==> src/rtl/kwdt_pkg.sv <==
package kwdt_pkg;
  localparam logic [7:0]  OFS_CTRL  = 8'h04;
  localparam logic [7:0]  OFS_COUNT = 8'h08;
  localparam logic [7:0]  OFS_SVC   = 8'h0E;
  localparam logic [15:0] KEY_A     = 16'h556C;
  localparam logic [15:0] KEY_B     = 16'hAA39;

  typedef struct packed {
    logic [15:0] reload;
    logic        freeze;
    logic        enable;
    logic        rst_sel;
    logic        pre_sel;
  } wdt_cfg_t;

  typedef enum logic {KS_IDLE, KS_ARMED} key_state_e;
endpackage

==> src/rtl/kwdt_regs.sv <==
module kwdt_regs
  import kwdt_pkg::*;
#(
  parameter int          AW        = 8,
  parameter logic [15:0] RST_COUNT = 16'hFFFF
) (
  input  logic          clk,
  input  logic          rst_n,
  input  logic [AW-1:0] bus_addr,
  input  logic          bus_wr,
  input  logic [31:0]   bus_wdata,
  input  logic [15:0]   count,
  output wdt_cfg_t      cfg_q,
  output logic          cfg_load,
  output logic [15:0]   new_reload,
  output logic          svc_wr,
  output logic [15:0]   svc_data,
  output logic [31:0]   bus_rdata
);
  logic     locked_q;
  wdt_cfg_t cfg_d;

  always_comb begin
    cfg_d.reload  = bus_wdata[31:16];
    cfg_d.freeze  = bus_wdata[3];
    cfg_d.enable  = bus_wdata[2];
    cfg_d.rst_sel = bus_wdata[1];
    cfg_d.pre_sel = bus_wdata[0];
  end

  assign cfg_load   = bus_wr && (bus_addr == AW'(OFS_CTRL)) && !locked_q;
  assign new_reload = bus_wdata[31:16];
  assign svc_wr     = bus_wr && (bus_addr == AW'(OFS_SVC));
  assign svc_data   = bus_wdata[15:0];

  always_ff @(posedge clk) begin
    if (!rst_n) begin
      locked_q <= 1'b0;
      cfg_q    <= '{reload: RST_COUNT, default: 1'b0};
    end else if (cfg_load) begin
      locked_q <= 1'b1;
      cfg_q    <= cfg_d;
    end
  end

  always_comb begin
    bus_rdata = '0;
    if (bus_addr == AW'(OFS_CTRL))
      bus_rdata = {cfg_q.reload, 12'h000, cfg_q.freeze, cfg_q.enable,
                   cfg_q.rst_sel, cfg_q.pre_sel};
    else if (bus_addr == AW'(OFS_COUNT))
      bus_rdata = {16'h0000, count};
  end

  AST_LOCK_STABLE: assert property (@(posedge clk) disable iff (!rst_n)
    locked_q |=> $stable(cfg_q));
endmodule

==> src/rtl/kwdt_keychk.sv <==
module kwdt_keychk
  import kwdt_pkg::*;
(
  input  logic        clk,
  input  logic        rst_n,
  input  logic        svc_wr,
  input  logic [15:0] svc_data,
  output logic        svc_reload
);
  key_state_e state_q;

  assign svc_reload = svc_wr && (state_q == KS_ARMED) && (svc_data == KEY_B);

  always_ff @(posedge clk) begin
    if (!rst_n)
      state_q <= KS_IDLE;
    else if (svc_wr)
      state_q <= (state_q == KS_IDLE && svc_data == KEY_A) ? KS_ARMED : KS_IDLE;
  end

  AST_IDLE_AFTER_KEY: assert property (@(posedge clk) disable iff (!rst_n)
    svc_reload |=> (state_q == KS_IDLE));
endmodule

==> src/rtl/kwdt_presc.sv <==
module kwdt_presc #(
  parameter int DIV = 65536
) (
  input  logic clk,
  input  logic rst_n,
  input  logic run,
  input  logic pre_sel,
  input  logic restart,
  output logic tick
);
  localparam int PW = (DIV > 2) ? $clog2(DIV) : 1;
  localparam logic [PW-1:0] LAST = PW'(DIV - 1);

  logic [PW-1:0] pcnt_q;

  assign tick = run && (!pre_sel || pcnt_q == LAST);

  always_ff @(posedge clk) begin
    if (!rst_n || restart)
      pcnt_q <= '0;
    else if (run && pre_sel)
      pcnt_q <= (pcnt_q == LAST) ? '0 : pcnt_q + 1'b1;
  end

  AST_PRESC_WRAP: assert property (@(posedge clk) disable iff (!rst_n)
    (run && pre_sel && !restart && pcnt_q == LAST) |=> (pcnt_q == '0));
  AST_PRESC_HOLD: assert property (@(posedge clk) disable iff (!rst_n)
    (!run && !restart) |=> $stable(pcnt_q));
endmodule

==> src/rtl/kwdt_counter.sv <==
module kwdt_counter #(
  parameter int          CW         = 16,
  parameter int          RST_CYCLES = 4,
  parameter logic [15:0] RST_COUNT  = 16'hFFFF
) (
  input  logic          clk,
  input  logic          rst_n,
  input  logic [CW-1:0] reload_cur,
  input  logic [CW-1:0] reload_new,
  input  logic          cfg_load,
  input  logic          svc_reload,
  input  logic          rst_sel,
  input  logic          tick,
  output logic [CW-1:0] count,
  output logic          irq,
  output logic          sys_rst
);
  logic [CW-1:0] cnt_q;
  logic          irq_q;
  logic          expire;

  assign expire = tick && !cfg_load && !svc_reload && (cnt_q <= CW'(1));

  always_ff @(posedge clk) begin
    if (!rst_n)          cnt_q <= CW'(RST_COUNT);
    else if (cfg_load)   cnt_q <= reload_new;
    else if (svc_reload) cnt_q <= reload_cur;
    else if (tick)       cnt_q <= expire ? reload_cur : cnt_q - 1'b1;
  end

  always_ff @(posedge clk) begin
    if (!rst_n || svc_reload)   irq_q <= 1'b0;
    else if (expire && !rst_sel) irq_q <= 1'b1;
  end

  generate
    if (RST_CYCLES <= 1) begin : g_pulse_one
      logic pulse_q;
      always_ff @(posedge clk) begin
        if (!rst_n) pulse_q <= 1'b0;
        else        pulse_q <= expire && rst_sel;
      end
      assign sys_rst = pulse_q;
    end else begin : g_pulse_multi
      localparam int PCW = $clog2(RST_CYCLES + 1);
      logic [PCW-1:0] pc_q;
      always_ff @(posedge clk) begin
        if (!rst_n)               pc_q <= '0;
        else if (expire && rst_sel) pc_q <= PCW'(RST_CYCLES);
        else if (pc_q != '0)      pc_q <= pc_q - 1'b1;
      end
      assign sys_rst = (pc_q != '0);
    end
  endgenerate

  assign count = cnt_q;
  assign irq   = irq_q;

  AST_SVC_RELOAD: assert property (@(posedge clk) disable iff (!rst_n)
    svc_reload |=> (cnt_q == $past(reload_cur)));
  AST_IRQ_STICKY: assert property (@(posedge clk) disable iff (!rst_n)
    (irq_q && !svc_reload) |=> irq_q);
endmodule

==> src/rtl/kwdt_top.sv <==
module kwdt_top
  import kwdt_pkg::*;
#(
  parameter int          AW         = 8,
  parameter int          DIV        = 65536,
  parameter int          RST_CYCLES = 4,
  parameter logic [15:0] RST_COUNT  = 16'hFFFF
) (
  input  logic          clk,
  input  logic          rst_n,
  input  logic [AW-1:0] bus_addr,
  input  logic          bus_wr,
  input  logic [31:0]   bus_wdata,
  output logic [31:0]   bus_rdata,
  input  logic          dbg_halt,
  output logic          wdt_irq,
  output logic          wdt_sys_rst
);
  wdt_cfg_t    cfg;
  logic        cfg_load, svc_wr, svc_reload, tick, hold, run;
  logic [15:0] new_reload, svc_data, count;

  assign hold = cfg.freeze && dbg_halt;
  assign run  = cfg.enable && !hold;

  kwdt_regs #(.AW(AW), .RST_COUNT(RST_COUNT)) u_regs (
    .clk(clk), .rst_n(rst_n), .bus_addr(bus_addr), .bus_wr(bus_wr),
    .bus_wdata(bus_wdata), .count(count), .cfg_q(cfg), .cfg_load(cfg_load),
    .new_reload(new_reload), .svc_wr(svc_wr), .svc_data(svc_data),
    .bus_rdata(bus_rdata));

  kwdt_keychk u_key (
    .clk(clk), .rst_n(rst_n), .svc_wr(svc_wr), .svc_data(svc_data),
    .svc_reload(svc_reload));

  kwdt_presc #(.DIV(DIV)) u_presc (
    .clk(clk), .rst_n(rst_n), .run(run), .pre_sel(cfg.pre_sel),
    .restart(cfg_load || svc_reload), .tick(tick));

  kwdt_counter #(.CW(16), .RST_CYCLES(RST_CYCLES), .RST_COUNT(RST_COUNT)) u_cnt (
    .clk(clk), .rst_n(rst_n), .reload_cur(cfg.reload), .reload_new(new_reload),
    .cfg_load(cfg_load), .svc_reload(svc_reload), .rst_sel(cfg.rst_sel),
    .tick(tick), .count(count), .irq(wdt_irq), .sys_rst(wdt_sys_rst));

  AST_FREEZE_HOLD: assert property (@(posedge clk) disable iff (!rst_n)
    (hold && !cfg_load && !svc_reload) |=> $stable(count));
  AST_DISABLED_HOLD: assert property (@(posedge clk) disable iff (!rst_n)
    (!cfg.enable && !cfg_load && !svc_reload) |=> $stable(count));
  AST_ONE_ACTION: assert property (@(posedge clk) disable iff (!rst_n)
    !(wdt_irq && wdt_sys_rst));
endmodule

==> config.mk <==
export PLATFORM = sky130hd
export DESIGN_NAME = kwdt_top
export DESIGN_NICKNAME = d
export VERILOG_FILES = /design/src/rtl/kwdt_pkg.sv /design/src/rtl/kwdt_regs.sv /design/src/rtl/kwdt_keychk.sv /design/src/rtl/kwdt_presc.sv /design/src/rtl/kwdt_counter.sv /design/src/rtl/kwdt_top.sv
export SDC_FILE = /design/constraint.sdc
export NUM_CORES = 1
export LEC_CHECK = 0
export BUFFER_PORTS_ARGS = -buffer_cell sky130_fd_sc_hd__buf_4
export CAP_MARGIN = 20
export CORE_MARGIN = 2
export CORE_UTILIZATION = 54
export DETAILED_ROUTE_END_ITERATION = 16
export PLACE_DENSITY = 0.8
export SYNTH_ARGS = -nofsm -noshare
export SYNTH_HDL_FRONTEND = slang
export SYNTH_SLANG_ARGS = --single-unit
==> constraint.sdc <==
create_clock -name clk -period 3.3 [get_ports clk]
set_clock_uncertainty 0.1 [all_clocks]
set_input_delay 0.66 -clock clk [delete_from_list [all_inputs] [get_ports clk]]
set_output_delay 0.66 -clock clk [all_outputs]
set_load 0.02 [all_outputs]
# After elaboration in Yosys (flattened, before gate mapping)
# Cells that the tools add are included.
dict set report word_totals {
  mem_count 0
  rom_bits 0
  ff_bits 58
  input_bits 44
  mem_bits_rw 0
  latchBits 0
}
dict set report op_classes {
  add_sub_neg 3
  reduce_logical 30
  n_mul 0
  magnitude_cmp 1
  n_div 0
  muxes 10
  n_bitwise 2
  eq_ne 6
  shift 0
}
# op count
set ops {}
lappend ops {{2-to-1 mux 16 bit} 6}
lappend ops {{== test 16 bit, second input constant} 2}
lappend ops {{2-to-1 mux 32 bit} 1}
lappend ops {{adder 16 x 1 -> 16 bit, second input constant} 1}
lappend ops {{== test 16 x 15 -> 1 bit, second input constant} 1}
lappend ops {{== test 8 x 4 -> 1 bit, second input constant} 2}
lappend ops {{<= comparator 16 x 1 -> 1 bit, second input constant} 1}
lappend ops {{subtractor 16 x 1 -> 16 bit, second input constant} 1}
lappend ops {{logical AND 1 bit} 15}
lappend ops {{== test 8 x 3 -> 1 bit, second input constant} 1}
lappend ops {{zero test 1 bit} 7}
lappend ops {{2-to-1 mux 3 bit} 2}
lappend ops {{nonzero test 3 bit} 2}
lappend ops {{logical OR 1 bit} 4}
lappend ops {{subtractor 3 x 1 -> 3 bit, second input constant} 1}
lappend ops {{NOT 1 bit} 2}
lappend ops {{nonzero test 2 bit} 1}
lappend ops {{OR reduction 2 bit} 1}
lappend ops {{2-to-1 mux 1 bit} 1}

# Logic depth before layout (Yosys ltp)
# Gate-level depths: netlist (run 1).
dict set report depth {
  word_depth 11
  mapped_depth 9
  depth_no_buf 8
}

# Modules after synthesis
# A second synthesis (run 1) with hierarchy kept.
dict set report unflattened {
  cells_unflattened 457
  area_unflattened_um2 3857.4
}
# mod instances seq_area_each_um2 cells_per_inst area_each_um2
set by_module_without_submodules {}
lappend by_module_without_submodules {kwdt_regs 1 420.4 169 1487.7}
lappend by_module_without_submodules {kwdt_counter 1 400.4 183 1452.6}
lappend by_module_without_submodules {kwdt_presc 1 320.3 88 768.2}
lappend by_module_without_submodules {kwdt_keychk 1 20.0 15 135.1}
lappend by_module_without_submodules {kwdt_top 1 0.0 2 13.8}

# Worst setup path before layout (run 1)
# Ideal clock, no wire load.
dict set report synth_timing {
  kind {input port to output port}
  start {in bus_addr[5]}
  end {out bus_rdata[10]}
  slack_ns 0.329
  arrival_time_ns 2.211
  required_time_ns 2.540
  cell_stages 5
  cell_sequence {or4_4 > buf_6 > nor4_2 > clkbuf_1 > and2_1}
}
dict set report synth_between {
  elab_chain_len 3
  word_cells_on_any_way 4
  cone_classes {eq/ne (2); mux (2)}
}
# element line_no
set synth_lines {}
lappend synth_lines {{start, declared} kwdt_top.sv:11} ;# input logic [AW-1:0] bus_addr,
lappend synth_lines {{== test 8 x 4 -> 1 bit} kwdt_regs.sv:51} ;# else if (bus_addr == AW'(OFS_COUNT))
lappend synth_lines {{2-to-1 mux 16 bit} kwdt_regs.sv:51}
lappend synth_lines {{2-to-1 mux 32 bit (*)} kwdt_regs.sv:48} ;# if (bus_addr == AW'(OFS_CTRL))
lappend synth_lines {{end, declared} kwdt_top.sv:14} ;# output logic [31:0] bus_rdata,
# Mark *: on every way between the ends. The rest lies on a longest branch, timed or not.

# Final worst setup path (run 1)
dict set report layout_timing {
  start {in bus_addr[5]}
  end {out bus_rdata[6]}
}
# Same word-level chain as after synthesis.

==> results of run 1 <==
registers in the layout, summed over array words and instances, names as in the netlist:
signal	cells
u_cnt.g_pulse_multi.pc_q	3
u_regs.cfg_q	20
u_cnt.count	16
u_regs.locked_q	1
u_key.state_q	1
u_cnt.irq	1
u_presc.pcnt_q	16
per-stage QoR:
step / cell area [um^2] / hold WS [ps] / util
after detailed placement: 4063 / 353.2 / 0.6510
final: 4282 / 369.4 / 0.6860
after CTS: 4282 / 368.2 / 0.6860
after floorplan: 3422 / 326.3 / -
after global routing: 4282 / 380.0 / 0.6860
after global placement: 4063 / 346.0 / 0.6510
cell families (layout without fill, tap and decap cells):
logic type / after synthesis / count (layout) / share of synthesized area
AND/OR/NAND/NOR: 219 / 219 / 0.3331
adder cells (fa/ha/maj): 6 / 6 / 0.02194
AO/OA/AOI/OAI: 97 / 97 / 0.1964
buffers and inverters: 39 / 119 / 0.05192
multiplexers: 3 / 3 / 0.008775
XOR/XNOR: 19 / 19 / 0.04863
flip-flops: 58 / 58 / 0.3393
report_power, final:
part | switching (mW) | internal [mW]
logic | 0.0866 | 0.0910
registers | 0.00762 | 0.711
clock network | 0.293 | 0.443
total | 0.387 | 1.24
routing by layer:
metal | vias to the layer above | GRT usage | wire, um
met2 | 177 | 0.4596 | 4467
met3 | 26 | 0.06330 | 760
met4 | 0 | 0.1012 | 218
li1 | 1718 | - | -
met5 | - | 0 | 0
met1 | 1684 | 0.3794 | 4417
path summary, 6_finish.rpt:
path	start	endpoint	cells after the start
worst max-delay path	bus_addr[5]	bus_rdata[6]	6
worst min register to register	u_regs.cfg_q[4]	u_regs.cfg_q[4]	1
worst max register to register	u_cnt.count[1]	u_cnt.count[12]	8
worst min-delay path	u_regs.cfg_q[4]	u_regs.cfg_q[4]	1
final cells by class:
cell class	count	area (um^2)	share of cell area
timing repair buffer	87	653.1	0.1525
multi-input combinational	344	2092	0.4886
inverter	16	60.06	0.01403
tap	77	96.34	0.02250
clock inverter	5	77.57	0.01812
sequential	58	1161	0.2712
clock buffer	11	141.4	0.03302
cells in the final DEF (no fill, tap or decap), types with 4 or more instances in the layout:
| master | count |
|---|---|
| a21o_1 | 5 |
| a21oi_1 | 27 |
| a22o_1 | 4 |
| and2_1 | 29 |
| and3_1 | 6 |
| buf_4 | 87 |
| clkbuf_8 | 10 |
| dfxtp_1 | 58 |
| ha_1 | 6 |
| inv_1 | 16 |
| nand2_1 | 55 |
| nand3_1 | 24 |
| nand4_1 | 11 |
| nor2_1 | 48 |
| nor3_1 | 13 |
| nor4_1 | 6 |
| o21a_1 | 4 |
| o21ai_0 | 16 |
| o21ai_1 | 4 |
| xnor2_1 | 6 |
| xor2_1 | 13 |
==> flow_metrics.tcl, run 1 <==
set metrics [dict create \
    synth_area_mm2 0.003422 \
    diodes 0 \
    tritoncts "done" \
    worst_slack_ps 257.8 \
    drive_gt1_frac 0.2246 \
    drv_slew 0 \
    clock_latency_ps 350 \
    post_cts_buffers 0 \
    fillCellCount 547 \
    finalPower_mw 1.632 \
    dr.pass1.iters 4 \
    slowest_stage "or4_4" \
    drt_wl_total_um 9864 \
    setup_tns_ps 0 \
    yosysMostFrequentCell "dfxtp_1" \
    dieArea_mm2 0.006990 \
    start_util 0.5483 \
    cts_resized 0 \
    rsz0062_at_grt "false" \
    ant_nets 0 \
    dp_cells 582 \
    crit_path_start_kind "primary input" \
    clkSlewWorstSetupHoldPaths_ps 60 \
    core_mm2 0.006241 \
    period_minus_slack_ps 3042 \
    cp_common_cell "buf_4" \
    ir_drop_v 0.0003633 \
    power_density_mw_per_mm2 381.2 \
    clk_path_buf_depth 2 \
    place_congestion 0.9344 \
    synth_cell_type_count 65 \
    worst_ep_required_time_ps 2540 \
    crit_buf_inv 3 \
    avgSynthCellArea_um2 7.760 \
    p_leak_nw 1.818 \
    wl_per_cell_um 16.49 \
    h-tree-depth 3 \
    max-slew-margin-rel 0.4946 \
    min_period_over_period 0.9219 \
    drv_cap 0 \
    num_rows 29 \
    first_global_vias 3460 \
    post-place-ws_ps 273.8 \
    final_cell_count_no_fill 598 \
    critPathKind "primary input to output pin" \
    areaGrowthSynthToFinish_pct 25.12 \
    hold_class "register to register" \
    yosys.area.top_type_share 0.3393 \
    grt_overflow 0 \
    path_cells "buf_4, or4_4, nor4_2, buf_4, and2_1, buf_4" \
    worstPathArrival_ps 2280 \
    grt_max_degree 36 \
    drtIter0Drc 423 \
    tightest_slew_ps 752.3 \
    ys_ff_latch 58 \
    die_y_um 83.61 \
    ys.flop_type "dfxtp_1" \
    final_hold_viol_count 0 \
    ctsHoldBuffers 0 \
    synth_edf_count 0 \
    drc 0 \
    path_delay_family "simple AND/OR/NAND/NOR gates" \
    critPathMaxStageDelay_ps 600 \
    synthCells 441 \
    synth.largest_area_cell "dfxtp_1" \
    grt.total_usage 0.2861 \
    cts_buffers 9 \
    vias_per_cell 6.028 \
    io_buffers 77 \
    root_buffer "clkbuf_8" \
    num_io_pins 78 \
    vias 3605 \
    clock-sinks 58 \
    nNetsFinal 566 \
    hpwl_um 7089 \
    max_freq_mhz 328.7 \
    syn-num-nets 491 \
    grt_pass1_wl_um 16300 \
    crit_path_max_fanout 12 \
    die_w_um 83.61 \
    synthArstFlopShare 0 \
    crit_path_end_kind "output pin" \
    status "finished, final reports clean" \
    ys_warn_count 0 \
    synth.area.top_cells "dfxtp_1 (34%), nand2_1 (6.0%), and2_1 (5.3%), nor2_1 (5.3%), a21oi_1 (3.9%)" \
    antenna_found_initial 0 \
    synth_common_cells "dfxtp_1 (58), nand2_1 (55), nor2_1 (48), and2_1 (29), a21oi_1 (27)" \
    finalSetupViolCount 0 \
    ys_seq_area_frac 0.3393 \
    rrSetupSlack_ps 710 \
]
(Power assumes the default switching activity.)
==> run 2: changes to the inputs <==
--- a/config.mk
+++ b/config.mk
@@ -7,10 +7,11 @@
 export LEC_CHECK = 0
 export BUFFER_PORTS_ARGS = -buffer_cell sky130_fd_sc_hd__buf_4
 export CAP_MARGIN = 20
+export CORE_ASPECT_RATIO = 0.5
 export CORE_MARGIN = 2
-export CORE_UTILIZATION = 54
+export CORE_UTILIZATION = 59
 export DETAILED_ROUTE_END_ITERATION = 16
-export PLACE_DENSITY = 0.8
+export PLACE_DENSITY = 0.86
 export SYNTH_ARGS = -nofsm -noshare
 export SYNTH_HDL_FRONTEND = slang
 export SYNTH_SLANG_ARGS = --single-unit
==> constraint.sdc (replaced) <==
create_clock -name clk -period 3.7 [get_ports clk]
set_clock_uncertainty 0.1 [all_clocks]
set_input_delay 0.74 -clock clk [delete_from_list [all_inputs] [get_ports clk]]
set_output_delay 0.74 -clock clk [all_outputs]
set_load 0.02 [all_outputs]
==> flow_metrics.tcl, run 2 (synthesized netlist as in run 1, its figures left out) <==
set metrics [dict create \
    status "finished, final reports clean" \
    placed_area_mm2 0.004050 \
    clock_latency_ps 320 \
    drt_wl_total_um 9620 \
    post_cts_buffers 0 \
    final_hold_viol_count 0 \
    cp_common_cell "buf_4" \
    final_common_cell "buf_4" \
    finalPower_mw 1.517 \
    clk_path_buf_depth 2 \
    hpwl_um 6775 \
    r2r_cells 8 \
    final_cell_count_no_fill 591 \
    path_cells "buf_4, or4_4, nor4_2, buf_4, and2_1, buf_4" \
    largest_reg_flops 20 \
    hold_path_depth 2 \
    drv_cap 0 \
    hold_class "register to register" \
    clkSlewWorstSetupHoldPaths_ps 50 \
    start_util 0.6178 \
    nNetsFinal 565 \
    dieArea_mm2 0.006462 \
    worstPathArrival_ps 2270 \
    antenna_found_initial 0 \
    slowest_stage "or4_4" \
    fin_area_mm2 0.004304 \
    grt.total_usage 0.3082 \
    io_buffers 77 \
    fillCellCount 440 \
    critPathMaxStageDelay_ps 600 \
    drv_slew 0 \
    hold_slack_ps 365.6 \
    die_w_um 111.7 \
    largest-register "u_regs.cfg_q" \
    dp_cells 577 \
    vias_per_cell 5.980 \
    core_mm2 0.005539 \
    worst_ep_required_time_ps 2860 \
    drc 0 \
    p_leak_nw 1.825 \
    root_buffer "clkbuf_16" \
    min_period_over_period 0.8403 \
    crit_path_end_kind "output pin" \
    areaGrowthSynthToFinish_pct 25.78 \
    most-common-layout-cells "buf_4 (86), dfxtp_1 (58), nand2_1 (55), nor2_1 (48), and2_1 (29)" \
    fin_util 0.7771 \
    rsz0062_at_grt "false" \
    max-slew-margin-rel 0.4890 \
    h-tree-depth 3 \
    finalSetupViolCount 0 \
    grt_pass1_wl_um 15600 \
    tightest_slew_ps 756.6 \
    ctsHoldBuffers 0 \
    diodes 0 \
    period_minus_slack_ps 3109 \
    num_io_pins 78 \
    tritoncts "done" \
    num_rows 19 \
    first_global_vias 3205 \
    cts_resized 0 \
    vias 3534 \
    crit_path_max_fanout 16 \
    crit_path_start_kind "primary input" \
    max_freq_mhz 321.6 \
    power_density_mw_per_mm2 352.5 \
    wl_per_cell_um 16.28 \
    critPathKind "primary input to output pin" \
    dr.pass1.iters 5 \
    clock-sinks 58 \
    worst_slack_ps 590.9 \
    setup_tns_ps 0 \
    grt_overflow 0 \
    post-place-ws_ps 608.9 \
    cts_buffers 9 \
    ant_nets 0 \
    drtIter0Drc 347 \
    die_y_um 57.85 \
    ir_drop_v 0.0004209 \
    drive_gt1_frac 0.2143 \
    grt_max_degree 36 \
    place_congestion 0.9949 \
]
-- run 2: changes by cell type in the layout (fill, tap and decap cells not counted), sizes merged --
cell and change:
bufinv -2, clkinvlp -1, buf -1, clkbuf +3
clkinv -2
-- run 2: layout make-up --
class / instances / area (um^2) / share of cell area
inverter: 16 / 60.06 / 0.01395
tap: 73 / 91.34 / 0.02122
sequential: 58 / 1161 / 0.2698
multi-input combinational: 344 / 2092 / 0.4860
timing repair buffer: 86 / 645.6 / 0.1500
clock buffer: 14 / 254.0 / 0.05901
-- run 2: final timing paths --
| check | start | end | slack, ps |
|---|---|---|---|
| worst max-delay path | bus_addr[5] | bus_rdata[5] | 590 |
| worst min-delay path | u_regs.cfg_q[8] | u_regs.cfg_q[8] | 370 |
| worst max register to register | u_cnt.count[0] | u_cnt.count[12] | 1040 |
| worst min register to register | u_regs.cfg_q[8] | u_regs.cfg_q[8] | 370 |
-- run 2: critical path: cells and delay by family --
kind | cells | cell delay [ps]
and+or+nand+nor | 3 | 1010
buffers and inverters | 3 | 510
-- run 2: where the power goes --
part | total [mW] | leakage (nW) | switching, mW | internal [mW]
Sequential | 0.641 | 0.469 | 0.00527 | 0.636
Combinational | 0.157 | 1.23 | 0.0761 | 0.0809
Clock | 0.719 | 0.123 | 0.256 | 0.463
-- run 2: routing by layer --
metal | global-route usage | share of wire
met1 | 0.4259 | 0.45
met2 | 0.4649 | 0.44
met3 | 0.1004 | 0.097
met4 | 0.09524 | 0.015
met5 | 0 | 0
